===== config.mk =====
export PLATFORM = sky130hd
export DESIGN_NAME = fpcmp_packed
export DESIGN_NICKNAME = d
export VERILOG_FILES = /design/src/rtl/fpcmp_pkg.sv /design/src/rtl/fpcmp_lane.sv /design/src/rtl/fpcmp_sticky.sv /design/src/rtl/fpcmp_packed.sv
export SDC_FILE = /design/constraint.sdc
export NUM_CORES = 1
export LEC_CHECK = 0
export CAP_MARGIN = 20
export CORE_AREA = 2 2 153 155
export CTS_CLUSTER_DIAMETER = 100
export CTS_CLUSTER_SIZE = 20
export DETAILED_ROUTE_END_ITERATION = 10
export DIE_AREA = 0 0 155 157
export PLACE_DENSITY = 0.61
export SYNTH_ARGS = -nofsm -noshare
export SYNTH_HDL_FRONTEND = slang
export SYNTH_SLANG_ARGS = --single-unit
export TNS_END_PERCENT = 10

===== constraint.sdc =====
create_clock -name clk -period 5.8 [get_ports clk]
set_clock_uncertainty 0.1 [all_clocks]
set_input_delay 1.45 -clock clk [delete_from_list [all_inputs] [get_ports clk]]
set_output_delay 1.45 -clock clk [all_outputs]
set_load 0.02 [all_outputs]

===== src/rtl/fpcmp_pkg.sv =====
package fpcmp_pkg;
  localparam int FP_W  = 32;
  localparam int EXP_W = 8;
  localparam int MAN_W = 23;
  localparam int QBIT  = MAN_W - 1;

  localparam int REL_U = 3;
  localparam int REL_L = 2;
  localparam int REL_G = 1;
  localparam int REL_E = 0;

  function automatic logic fp_is_nan(input logic [FP_W-1:0] x);
    return (&x[FP_W-2 -: EXP_W]) && (|x[MAN_W-1:0]);
  endfunction

  function automatic logic fp_is_snan(input logic [FP_W-1:0] x);
    return fp_is_nan(x) && !x[QBIT];
  endfunction

  function automatic logic fp_is_qnan(input logic [FP_W-1:0] x);
    return fp_is_nan(x) && x[QBIT];
  endfunction

  // One-hot relation of a against b, indexed by REL_*.
  function automatic logic [3:0] fp_relation(input logic [FP_W-1:0] a,
                                             input logic [FP_W-1:0] b);
    logic [3:0] r;
    logic mag_lt, lt;
    r = '0;
    mag_lt = a[FP_W-2:0] < b[FP_W-2:0];
    if (fp_is_nan(a) || fp_is_nan(b)) begin
      r[REL_U] = 1'b1;
    end else if (a == b || (~|a[FP_W-2:0] && ~|b[FP_W-2:0])) begin
      r[REL_E] = 1'b1;
    end else begin
      if (a[FP_W-1] != b[FP_W-1]) lt = a[FP_W-1];
      else                        lt = a[FP_W-1] ? !mag_lt : mag_lt;
      if (lt) r[REL_L] = 1'b1;
      else    r[REL_G] = 1'b1;
    end
    return r;
  endfunction
endpackage


===== src/rtl/fpcmp_lane.sv =====
module fpcmp_lane
  import fpcmp_pkg::*;
(
  input  logic [FP_W-1:0] a,
  input  logic [FP_W-1:0] b,
  input  logic [3:0]      pred,
  input  logic            sig_qnan,
  output logic [3:0]      rel,
  output logic            hit,
  output logic            raise
);
  logic snan_any, qnan_any;

  always_comb begin
    rel      = fp_relation(a, b);
    hit      = |(rel & pred);
    snan_any = fp_is_snan(a) || fp_is_snan(b);
    qnan_any = fp_is_qnan(a) || fp_is_qnan(b);
    raise    = snan_any || (sig_qnan && qnan_any);
  end
endmodule


===== src/rtl/fpcmp_sticky.sv =====
module fpcmp_sticky (
  input  logic clk,
  input  logic rst,
  input  logic clr,
  input  logic set,
  output logic flag
);
  always_ff @(posedge clk) begin
    if (rst) flag <= 1'b0;
    else     flag <= (flag && !clr) || set;
  end
endmodule


===== src/rtl/fpcmp_packed.sv =====
module fpcmp_packed
  import fpcmp_pkg::*;
#(
  parameter int LANES = 4,
  localparam int VEC_W = LANES * FP_W
) (
  input  logic             clk,
  input  logic             rst,
  input  logic             in_valid,
  input  logic [VEC_W-1:0] op_a,
  input  logic [VEC_W-1:0] op_b,
  input  logic [3:0]       pred,
  input  logic             sig_qnan,
  input  logic             flag_clr,
  output logic             out_valid,
  output logic [VEC_W-1:0] out_mask,
  output logic             invalid_flag
);
  logic [LANES-1:0][3:0] lane_rel;
  logic [LANES-1:0]      lane_hit;
  logic [LANES-1:0]      lane_raise;
  logic                  raise_evt;
  logic [VEC_W-1:0]      mask_next;

  for (genvar i = 0; i < LANES; i++) begin : g_lane
    fpcmp_lane u_lane (
      .a        (op_a[i*FP_W +: FP_W]),
      .b        (op_b[i*FP_W +: FP_W]),
      .pred     (pred),
      .sig_qnan (sig_qnan),
      .rel      (lane_rel[i]),
      .hit      (lane_hit[i]),
      .raise    (lane_raise[i])
    );
    assign mask_next[i*FP_W +: FP_W] = {FP_W{lane_hit[i]}};
  end

  assign raise_evt = in_valid && (|lane_raise);

  always_ff @(posedge clk) begin
    if (rst) begin
      out_valid <= 1'b0;
      out_mask  <= '0;
    end else begin
      out_valid <= in_valid;
      if (in_valid) out_mask <= mask_next;
    end
  end

  fpcmp_sticky u_flag (
    .clk  (clk),
    .rst  (rst),
    .clr  (flag_clr),
    .set  (raise_evt),
    .flag (invalid_flag)
  );
endmodule


# Yosys cells after proc, flatten, opt, wreduce, memory -nomap -nowiden
# Index checks and enable logic that the tools add are counted.
[totals]
word_cells = 164
ramBits = 0
mem_count = 0
rom_bits = 0
output_inout_bits = 130
latchBits = 0
ff_bits = 99
input_bits = 265
[op_classes]
mux = 40
n_shift = 0
reduce_logical = 105
multipliers = 0
add_sub_neg = 0
n_div = 0
bitwise = 4
eq_ne = 8
n_lt_le_gt_ge = 4
[ops]
columns = ["op", "count"]
rows = [
  ["31-bit OR reduction", 8],
  ["23-bit OR reduction", 8],
  ["32-bit equality test", 4],
  ["31-bit less-than comparator", 4],
  ["8-bit AND reduction", 8],
  ["1-bit logical AND", 34],
  ["1-bit two-way mux", 32],
  ["1-bit logical NOT", 21],
  ["1-bit logical OR", 21],
  ["4-bit OR reduction", 5],
  ["4-bit bitwise AND", 4],
  ["3-bit two-way mux", 4],
  ["2-bit two-way mux", 4],
  ["1-bit inequality test", 4],
]

# Logic depth before layout (Yosys ltp)
# Gate-level depths: netlist of run 1.
[logic_depth]
depth_word = 11
ltp_mapped = 11
depth_no_buf = 11

# Hierarchy
# Synthesis of run 1 repeated with hierarchy kept, for this count alone.
[hier_totals]
cells_unflattened = 780
area_unflattened_um2 = 5644.2
[modules_own_cells]
columns = ["mod", "instances", "area_per_inst_um2", "cells_each", "seq_area_each_um2"]
rows = [
  ["fpcmp_lane", 4, 1123.6, 159, 0.0],
  ["fpcmp_packed", 1, 1111.1, 140, 100.1],
  ["fpcmp_sticky", 1, 38.8, 4, 20.0],
]

# Least setup slack after synthesis of run 1
# No wires, ideal clock.
[synth_path]
kind = "input port to flip-flop"
from = "input port op_b[4]"
to = "register out_mask[31]"
setup_time_ps = 66
arrival_time_ps = 3408
path_slack_ps = 2226
t_required_ps = 5634
cell_stages = 11
path_buffers = 0
cell_sequence = "inv_1 ha_1 a211oi_2 nor2_1 o31ai_1 o211ai_1 nor2b_4 a2111oi_4 mux2i_1 mux2_1 a21oi_2"
[synth_between]
elab_chain_len = 11
word_cells_on_any_way = 22
cone_classes = "order compare: 1; eq/ne: 1; mux: 10; bitwise: 1; reduce/logical: 9"
[synth_rtl]
columns = ["element", "line_no", "rtl"]
rows = [
  ["start: declaration", "fpcmp_packed.sv:11", "input logic [VEC_W-1:0] op_b,"],
  ["31-bit less-than comparator", "fpcmp_pkg.sv:30", "mag_lt = a[FP_W-2:0] < b[FP_W-2:0];"],
  ["1-bit logical NOT", "fpcmp_pkg.sv:37", "else lt = a[FP_W-1] ? !mag_lt : mag_lt;"],
  ["1-bit two-way mux", "fpcmp_pkg.sv:37", ""],
  ["1-bit two-way mux", "fpcmp_pkg.sv:36", "if (a[FP_W-1] != b[FP_W-1]) lt = a[FP_W-1];"],
  ["1-bit two-way mux", "fpcmp_pkg.sv:33", "end else if (a == b || (~|a[FP_W-2:0] && ~|b[FP_W-2:0])) begin"],
  ["1-bit two-way mux", "fpcmp_pkg.sv:31", "if (fp_is_nan(a) || fp_is_nan(b)) begin"],
  ["1-bit two-way mux", "fpcmp_pkg.sv:38", "if (lt) r[REL_L] = 1'b1;"],
  ["2-bit two-way mux", "fpcmp_pkg.sv:33", ""],
  ["3-bit two-way mux", "fpcmp_pkg.sv:31", ""],
  ["4-bit bitwise AND *", "fpcmp_lane.sv:16", "hit = |(rel & pred);"],
  ["4-bit OR reduction *", "fpcmp_lane.sv:16", ""],
  ["end signal: assignment", "fpcmp_packed.sv:46", "if (in_valid) out_mask <= mask_next;"],
  ["end: declaration", "fpcmp_packed.sv:16", "output logic [VEC_W-1:0] out_mask,"],
]
# Every way passes the cells marked *; elsewhere a longest branch is shown, timed or not. The select of a mux whose other input is x is not followed.
# A chain may end at the register's enable or synchronous reset.

# Final worst setup path of run 1
[layout_path]
from = "input port op_a[86]"
to = "register out_mask[95]"
[layout_between]
elab_chain_len = 11
word_cells_on_any_way = 22
cone_classes = "order compare: 1; eq/ne: 1; mux: 10; bitwise: 1; reduce/logical: 9"
[layout_rtl]
columns = ["element", "line_no", "rtl"]
rows = [
  ["start: declaration", "fpcmp_packed.sv:10", "input logic [VEC_W-1:0] op_a,"],
  ["31-bit less-than comparator", "fpcmp_pkg.sv:30", ""],
  ["1-bit logical NOT", "fpcmp_pkg.sv:37", ""],
  ["1-bit two-way mux", "fpcmp_pkg.sv:37", ""],
  ["1-bit two-way mux", "fpcmp_pkg.sv:36", ""],
  ["1-bit two-way mux", "fpcmp_pkg.sv:33", ""],
  ["1-bit two-way mux", "fpcmp_pkg.sv:31", ""],
  ["1-bit two-way mux", "fpcmp_pkg.sv:38", ""],
  ["2-bit two-way mux", "fpcmp_pkg.sv:33", ""],
  ["3-bit two-way mux", "fpcmp_pkg.sv:31", ""],
  ["4-bit bitwise AND *", "fpcmp_lane.sv:16", ""],
  ["4-bit OR reduction *", "fpcmp_lane.sv:16", ""],
]
# Marked as above.

==> results of run 1 <==
## flip-flops by register name, summed over array words and instances (netlist names)
name and count:
out_valid 1, u_flag.flag 1, out_mask 4
## kinds of logic after synthesis
logic type,count (synthesis)
simple gates,231
flops,6
mux,8
fa+ha+maj,124
buf+inv,259
xor+xnor,4
compound gates,119
## power breakdown
part | switching (W) | total, W | leakage [nW] | internal [W]
combinational | 0.000328 | 0.000722 | 3.78 | 0.000394
clock | 0.0000237 | 0.000112 | 0.0370 | 0.0000886
sequential | 0.0000154 | 0.0000600 | 0.0497 | 0.0000446
## routing by layer
metal	track usage (%)	up-vias
li1	-	3147
met1	19.8	2701
met2	29.4	240
met3	2.81	30
met4	4.23	0
met5	0	-
## worst min-delay path, cell delays in order (launching register included)
cell and delay, ps:
sky130_fd_sc_hd__dfxtp_1 330, sky130_fd_sc_hd__a21oi_1 60, sky130_fd_sc_hd__nor2_1 70
## placed cells by master, fill, tap and decap left out, types with 4 or more instances in the layout
master,Yosys,final
sky130_fd_sc_hd__a211oi_1,10,10
sky130_fd_sc_hd__a21o_1,12,12
sky130_fd_sc_hd__a21oi_1,44,44
sky130_fd_sc_hd__and4_1,7,7
sky130_fd_sc_hd__clkdlybuf4s50_1,0,394
sky130_fd_sc_hd__dfxtp_1,6,6
sky130_fd_sc_hd__ha_1,124,124
sky130_fd_sc_hd__inv_1,134,134
sky130_fd_sc_hd__mux2i_1,7,7
sky130_fd_sc_hd__nand2_1,41,41
sky130_fd_sc_hd__nand3_1,13,13
sky130_fd_sc_hd__nand4_1,46,46
sky130_fd_sc_hd__nor2_1,23,23
sky130_fd_sc_hd__nor2b_1,6,6
sky130_fd_sc_hd__nor3_1,17,17
sky130_fd_sc_hd__nor4_1,61,61
sky130_fd_sc_hd__o211ai_1,6,6
sky130_fd_sc_hd__o21ai_0,17,17
sky130_fd_sc_hd__o22ai_1,4,4
sky130_fd_sc_hd__o31ai_1,4,4
sky130_fd_sc_hd__or3_1,8,8
sky130_fd_sc_hd__xor2_1,4,4
## stage by stage
step / setup slack (ps) / utilization (%) / cells / total power, W
floorplan: 2230 / - / 751 / 0.000455
global placement: 1300 / 38.4 / 1305 / 0.000775
detailed placement: 1310 / 38.4 / 1305 / 0.000780
CTS: 1540 / 38.7 / 1308 / 0.000898
global route: 1360 / 38.9 / 1309 / 0.000965
finish: 1570 / 38.9 / 1309 / 0.000894
## worst max-delay path by stage
stage / slack (ps) / end
6_report: 1570 / out_mask[95]$_SDFFE_PP0P_
5_1_grt: 1360 / out_mask[95]$_SDFFE_PP0P_
4_1_cts: 1540 / out_mask[95]$_SDFFE_PP0P_
3_5_place_dp: 1310 / out_mask[95]$_SDFFE_PP0P_
3_3_place_gp: 1300 / out_mask[95]$_SDFFE_PP0P_
2_1_floorplan: 2230 / out_mask[31]$_SDFFE_PP0P_
## final cells by class
cell class / count / area, um2
Sequential cell: 6 / 120
Tap cell: 285 / 357
Clock buffer: 3 / 75.1
Timing Repair Buffer: 395 / 3970
Inverter: 134 / 503
Fill cell: 2337 / 13800
Multi-Input combinational cell: 486 / 3720
==> flow_results.org, run 1 <==
** Setup path
- For this design, the slowest cell found on the critical path is sky130_fd_sc_hd__clkdlybuf4s50_1.
- Most common cell type on the critical path :: sky130_fd_sc_hd__a21oi_1
- Walking the worst path, the cells encountered are clkdlybuf4s50_1 > ha_1 > a21oi_1 > o21ai_0 > a221oi_1 > o211ai_1 > a21oi_1 > mux2i_1 > nand2_1 > or4_1 > o311ai_0.
- Biggest cell delay along the critical path :: 580 ps
- Reg-to-Reg Start :: out_mask[31]$_SDFFE_PP0P_
- The worst setup path is captured at a register.
- Setup crit start :: op_a[86]
- STA puts the critical path data required time at 5810 ps.
- Largest fanout on the critical path :: 3
- The endpoint identified for the worst register-to-register timing path is out_mask[31]$_SDFFE_PP0P_.
- Broken down by cell family, the worst path's largest delay share belongs to compound AO/OA/AOI/OAI gates.
- Across all register-to-register paths, the minimum setup slack is 4230 ps.
- The number of buffers and inverters on the critical path is 1.
- The critical path is of the input pin to register type.
- Number of cells on the critical path :: 11
- Arrival time of data at the critical path endpoint :: roughly 4200 ps
- Counting cells, the worst reg-to-reg path comes to 3.
- Sort of element at the start of the critical path :: input pin

** Yosys
- Primary FF master, synth :: sky130_fd_sc_hd__dfxtp_1
- After synthesis the netlist holds a flip-flop and latch count of 6.
- Proportion of synthesized area in mux cells :: 1.54%
- Synthesized-area fraction occupied by ao, oa, aoi and oai cells :: roughly 15%
- Of the synthesized area, sequential elements account for between 2 and 2.5%.
- sky130_fd_sc_hd__ha_1 takes more of the synthesized area than any other cell.
- Synth Net Count :: 1140
- Top cell type's share of synthesized area :: 29.4%
- EDFF count, synth :: 0
- A synthesized cell averages approximately 7 um2.
- Counting distinct cell types in the post-synthesis netlist gives 47.
- Of the total synthesized cell area, the portion taken by full adders, half adders and majority gates is roughly 29%.
- Summing every instance area after synthesis gives 5280 um2.
- In the synthesized netlist, the number of instances is around 750.
- Largest family of logic cells by synthesized area :: adder cells
- sky130_fd_sc_hd__inv_1 is the most common cell in the netlist.
- Yosys attributes the largest share of cell area to sky130_fd_sc_hd__ha_1 29%, sky130_fd_sc_hd__buf_4 18%, sky130_fd_sc_hd__inv_1 9.5%.
- The commonest cells after synthesis are 134 x sky130_fd_sc_hd__inv_1, 124 x sky130_fd_sc_hd__buf_4, 124 x sky130_fd_sc_hd__ha_1.
- Post-synthesis share of cell area spent on and, or, nand and nor gates :: 24.3%
- The Yosys step of the flow raised 0 warnings.
- Summing the areas of all xor and xnor instances in the mapped netlist gives 0.664% of the synthesized area.
- For this run, asynchronously set or reset flops after synthesis account for 0%.

** Clocking
- Clock sink total :: 6
- Total setup buffers inserted after CTS :: 0
- Once the clock tree was built, the resizer swapped 0 gates to a different size.
- Number of hold buffers added after cts :: 0
- Deepest clock path buffer count :: 2
- Clock root buffer :: sky130_fd_sc_hd__clkbuf_16
- TritonCTS clock tree :: yes
- In this run, CTS created clock tree buffers numbering 3.
- Clock-pin slew was measured on the worst setup and hold paths at ~40 ps.
- In this run the number of H-tree levels came out at 1.
- Worst-Skew Late Latency :: roughly 220 ps

** Finish
- Relative to the synthesized area, the layout overhead comes to 65.7%.
- Final instance area :: 8740 um2
- The post-route netlist has 1.07% of its cells at a drive strength greater than 1.
- 0 antenna diodes ended up in the layout.
- Post-layout net count :: 1415

** Drt
- Total routed wire length on the met1 layer :: 9030 um
- Post-detailed-route wirelength per cell :: 16.2 um
- After the first detailed-routing iteration, the DRC count stood at about 250.
- First-pass detailed-route iteration total :: 4
- Final wirelength :: 21200 um
- Met2 Wirelength :: 10400 um
- The highest layer touched by signal routing is met4.
- Number of nets with antenna violations after routing :: 0
- Detailed routing placed a total of 1290 um of wire on met3.
- Via count :: 6118
- Mean number of vias per cell :: around 4.7
- For this run, design rule violations remaining after detail routing come to 0.

** Status
- The run finished with clean final reports.

** Timing
- For this run, the top clock speed supported by timing is 236 MHz.
- Final hold analysis gives a worst-case slack of between 300 and 400 ps.
- Adding up every negative setup slack in the final design gives 0 ps.
- Unrepaired setup endpoints after global routing :: false
- Count of final max-slew check failures :: 0
- Final critical-path share of the clock period :: 72.9%
- At the pin with the least slew margin, the transition time is approximately 1000 ps.
- The total count of hold-check failures in the final report was 0.
- Setup violations remaining at the end of the flow were counted as 0.
- Final critical delay including setup and external delays :: 4230 ps
- Remaining max-slew budget at the tightest pin :: 32.5%

** GRT
- Pin count of the biggest net entering global routing :: 34
- Tot GR Track Use :: 16.2%
- Global routing finished with a remaining overflow of 0.
- Vias in the first global route :: 6093
- Number of antenna violations at the first check in global routing :: 0
- The first global-routing pass estimated between 30000 and 40000 um of wire.

** Pwr
- In this run the power density over the cells is roughly 100 nW/um2.
- The analysis attributes to cell leakage a power of a little under 4 nW.
- Worst ir drop on vdd :: 0.110 mV

** Hold path
- Min-delay src :: u_flag.flag$_SDFF_PP0_
- For hold timing, the worst endpoint is u_flag.flag$_SDFF_PP0_.
- Cell count of the worst hold path :: 2
- The path class of the tightest hold or removal check is register to register.

** Floorplanning
- The die covers 24300 um2.
- X dimension of the die :: 155 um
- In this run the standard cell core region covers ~23000 um2.
- Initial Util :: 23.4%
- In this run the vertical extent of the chip is 157 um.
- In this run the core area contains 55 standard-cell rows.
- Pin placement for this block handled 395 I/O pins.

** Placed design
- Post-DP Area :: 8640 um2
- After legalization and detailed placement, the total HPWL measured ~20000 um.
- Routability Congestion :: about 0.94
- In this run the tool buffered the top-level ports with 394 buffer cells.

** Job
- Max-cap violations in this run came to 0.
No activity file was read; power rests on OpenSTA's default activity.
==> inputs of run 2 (changes only) <==
--- a/config.mk
+++ b/config.mk
@@ -11,7 +11,7 @@
 export CTS_CLUSTER_SIZE = 20
 export DETAILED_ROUTE_END_ITERATION = 10
 export DIE_AREA = 0 0 155 157
-export PLACE_DENSITY = 0.61
+export PLACE_DENSITY = 0.63
 export SYNTH_ARGS = -nofsm -noshare
 export SYNTH_HDL_FRONTEND = slang
 export SYNTH_SLANG_ARGS = --single-unit
==> constraint.sdc (replaced) <==
create_clock -name clk -period 3.5 [get_ports clk]
set_clock_uncertainty 0.1 [all_clocks]
set_input_delay 0.875 -clock clk [delete_from_list [all_inputs] [get_ports clk]]
set_output_delay 0.875 -clock clk [all_outputs]
set_load 0.02 [all_outputs]
==> flow_results.org, run 2 (same netlist as run 1, synthesis figures left out) <==
** GRT
- Total congestion overflow :: 0
- Pin count of the biggest net entering global routing :: 34
- Wire length of the first global-routing pass :: 32700 um
- Number of antenna violations at the first check in global routing :: 3
- Tot GR Track Use :: between 10% and 20%
- Vias in the first global route :: 6267

** Finish
- The library cells used most frequently in the layout, excluding fill and tap cells, are 393 x sky130_fd_sc_hd__clkdlybuf4s50_1, 134 x sky130_fd_sc_hd__inv_1, 122 x sky130_fd_sc_hd__ha_1.
- Ranked by flip-flop count, first place goes to out_mask.
- The area growth from synthesis to layout is 79.1%.
- Final instance count without filler cells :: 1398
- The library cell used most frequently in the layout, excluding fill and tap cells, is sky130_fd_sc_hd__clkdlybuf4s50_1.
- Fraction of final layout cells sized beyond drive strength 1 :: 9.63%
- Biggest registers after layout :: out_mask (4), out_valid (1), u_flag.flag (1)
- Final instance area :: 9450 um2
- The net count of the finished layout is 1502.
- The register with the most flip-flops in the layout has 4 of them.

** Setup path
- Crit Path Class :: input pin to register
- The critical path goes through clkdlybuf4s50_1 > inv_1 > ha_1 > nand4_1 > nor3_1 > buf_4 > nand2_1 > o21ai_0 > buf_4 > a21oi_1 > a21o_1 > a311o_1 > a21oi_2.
- In this design, the critical path's most frequently occurring cell is sky130_fd_sc_hd__buf_4.
- Biggest cell delay along the critical path :: 480 ps
- At the worst endpoint, the arrival time is about 3500 ps.
- Required time at the worst-slack endpoint :: 3560 ps
- Critical Path End Type :: register
- In this run the worst path has a maximum fanout of 3.
- Depth of the worst register-to-register path :: 3
- Cell at the slowest stage of the critical path :: sky130_fd_sc_hd__clkdlybuf4s50_1
- Sort of element at the start of the critical path :: input pin

** Clocking
- Clock root buffer :: sky130_fd_sc_hd__clkbuf_16
- After clock tree synthesis, the clock-pin slew on the worst setup and hold paths is 30 ps.
- CTS H-Tree Depth :: 1
- Worst-Skew Late Latency :: 230 ps
- Number of hold buffers added after cts :: 0
- TritonCTS built the clock tree.
- The longest clock path from root to sink contains 2 buffers.
- TritonCTS buffer count :: 3
- The clock net in this run drives a total of 6 sinks.

** Pwr
- Static Leakage :: 4.30 nW
- The worst-case IR drop observed on VDD is roughly 0.11 mV.
- For this design the ratio of total power to cell area is 165 nW/um2.

** Floorplanning
- X dimension of the die :: 155 um
- Die boundary height :: 157 um
- Initial Util :: between 20% and 30%
- The die covers 24300 um2.
- The core region is 22500 um2.
- 395 I/O pins were placed.
- The floorplan has 55 rows.

** Job
- Max-cap violations in this run came to 0.

** Placed design
- Routability Congestion :: 0.941
- DPL Wire Length :: 20300 um
- Port buffering added 394 buffers.
- Once placement finished, the instance area stood at 9300 um2.
- In this run, placement finished with an instance count of 1392.

** Drt
- The first detailed-routing pass ran for 4 iterations.
- The detailed router placed 6444 vias in this run.
- For this block, the initial DRC count from the detailed router was 161.
- In the final routed layout, each cell accounts on average for 15.9 um.
- DRC Markers :: 0
- In this run the remaining antenna-violating nets after routing total 0.
- Mean number of vias per cell :: 4.61
- Final wirelength :: between 20000 and 25000 um

** Timing
- Remaining max-slew budget at the tightest pin :: 71.4%
- Static timing analysis puts the maximum clock frequency at 296 MHz.
- Setup repair after global routing could not meet its margin everywhere.
- Final Setup Violations :: 0
- Final critical delay including setup and external delays :: roughly 3400 ps
- Slew @ Worst Pin :: 428 ps
- Number of hold violations in the final report :: 0
- The count of final max-slew check failures came to 0.
- In the finished design, the share of the clock period the worst path needs comes to 96.7%.

** Hold path
- Along the worst hold path, the cell count comes to 2.
- Worst min path class :: register to register

** Status
- The run finished with clean final reports.
==> run 2: cell types whose count changed in the layout (fill, tap and decap cells not counted), moves of 3 or more <==
cell and change:
sky130_fd_sc_hd__o21ai_1 +3, sky130_fd_sc_hd__o21ai_0 -3, sky130_fd_sc_hd__a21oi_1 -3, sky130_fd_sc_hd__buf_4 +88
sky130_fd_sc_hd__a21oi_2 +3
==> run 2: worst paths after layout <==
path / start / end / slack, ps
worst max-delay path: op_b[13] / out_mask[31]$_SDFFE_PP0P_ / 120
worst min-delay path: u_flag.flag$_SDFF_PP0_ / u_flag.flag$_SDFF_PP0_ / 390
worst max register to register: out_mask[63]$_SDFFE_PP0P_ / out_mask[63]$_SDFFE_PP0P_ / 2230
worst min register to register: u_flag.flag$_SDFF_PP0_ / u_flag.flag$_SDFF_PP0_ / 390
==> run 2: power breakdown <==
part / switching, W / internal [W]
clock network: 0.0000396 / 0.000147
registers: 0.00000163 / 0.0000739
logic: 0.000589 / 0.000712
total: 0.000630 / 0.000933
==> run 2: per-layer routing <==
layer  global-route usage (%)  wire length (um)  vias to the layer above
met5                        0                13                        -
met4                     5.95               695                        2
met3                     2.75              1290                       44
met2                     29.4             10700                      244
met1                     20.7              9520                     2842
li1                         -                 -                     3312
==> run 2: layout make-up <==
| type | count | area [um2] |
|---|---|---|
| Fill cell | 2275 | 13100 |
| Timing Repair Buffer | 482 | 4610 |
| Multi-Input combinational cell | 486 | 3780 |
| Inverter | 134 | 503 |
| Tap cell | 285 | 357 |
| Sequential cell | 6 | 120 |
| Clock buffer | 3 | 75.1 |
| Antenna cell | 2 | 5.00 |
==> run 2: repair_timing <==
item / in CTS / in global routing
gates resized for setup: 0 / 14
endpoints found under the hold margin: 0 / 0
buffers inserted: 0 / 1
setup endpoints to repair: 0 / 4
==> run 2: stage by stage <==
step / hold slack, ps / util [%] / power (W) / setup TNS [ps] / setup WS [ps]
4_1_cts: 396 / 41.6 / 0.00156 / 0 / 19.3
3_3_place_gp: 371 / 41.3 / 0.00135 / -425 / -175
2_1_floorplan: 477 / - / 0.000754 / 0 / 501
3_5_place_dp: 387 / 41.3 / 0.00137 / -506 / -196
6_report: 395 / 42.0 / 0.00156 / 0 / 116
5_1_grt: 406 / 42.0 / 0.00168 / -54.3 / -54.3
==> run 2: worst max-delay path, delay by kind of cell <==
| kind | cells | cell delay [ps] |
|---|---|---|
| simple gates | 3 | 560 |
| fa+ha+maj | 1 | 300 |
| compound gates | 5 | 870 |
| buf+inv | 4 | 850 |
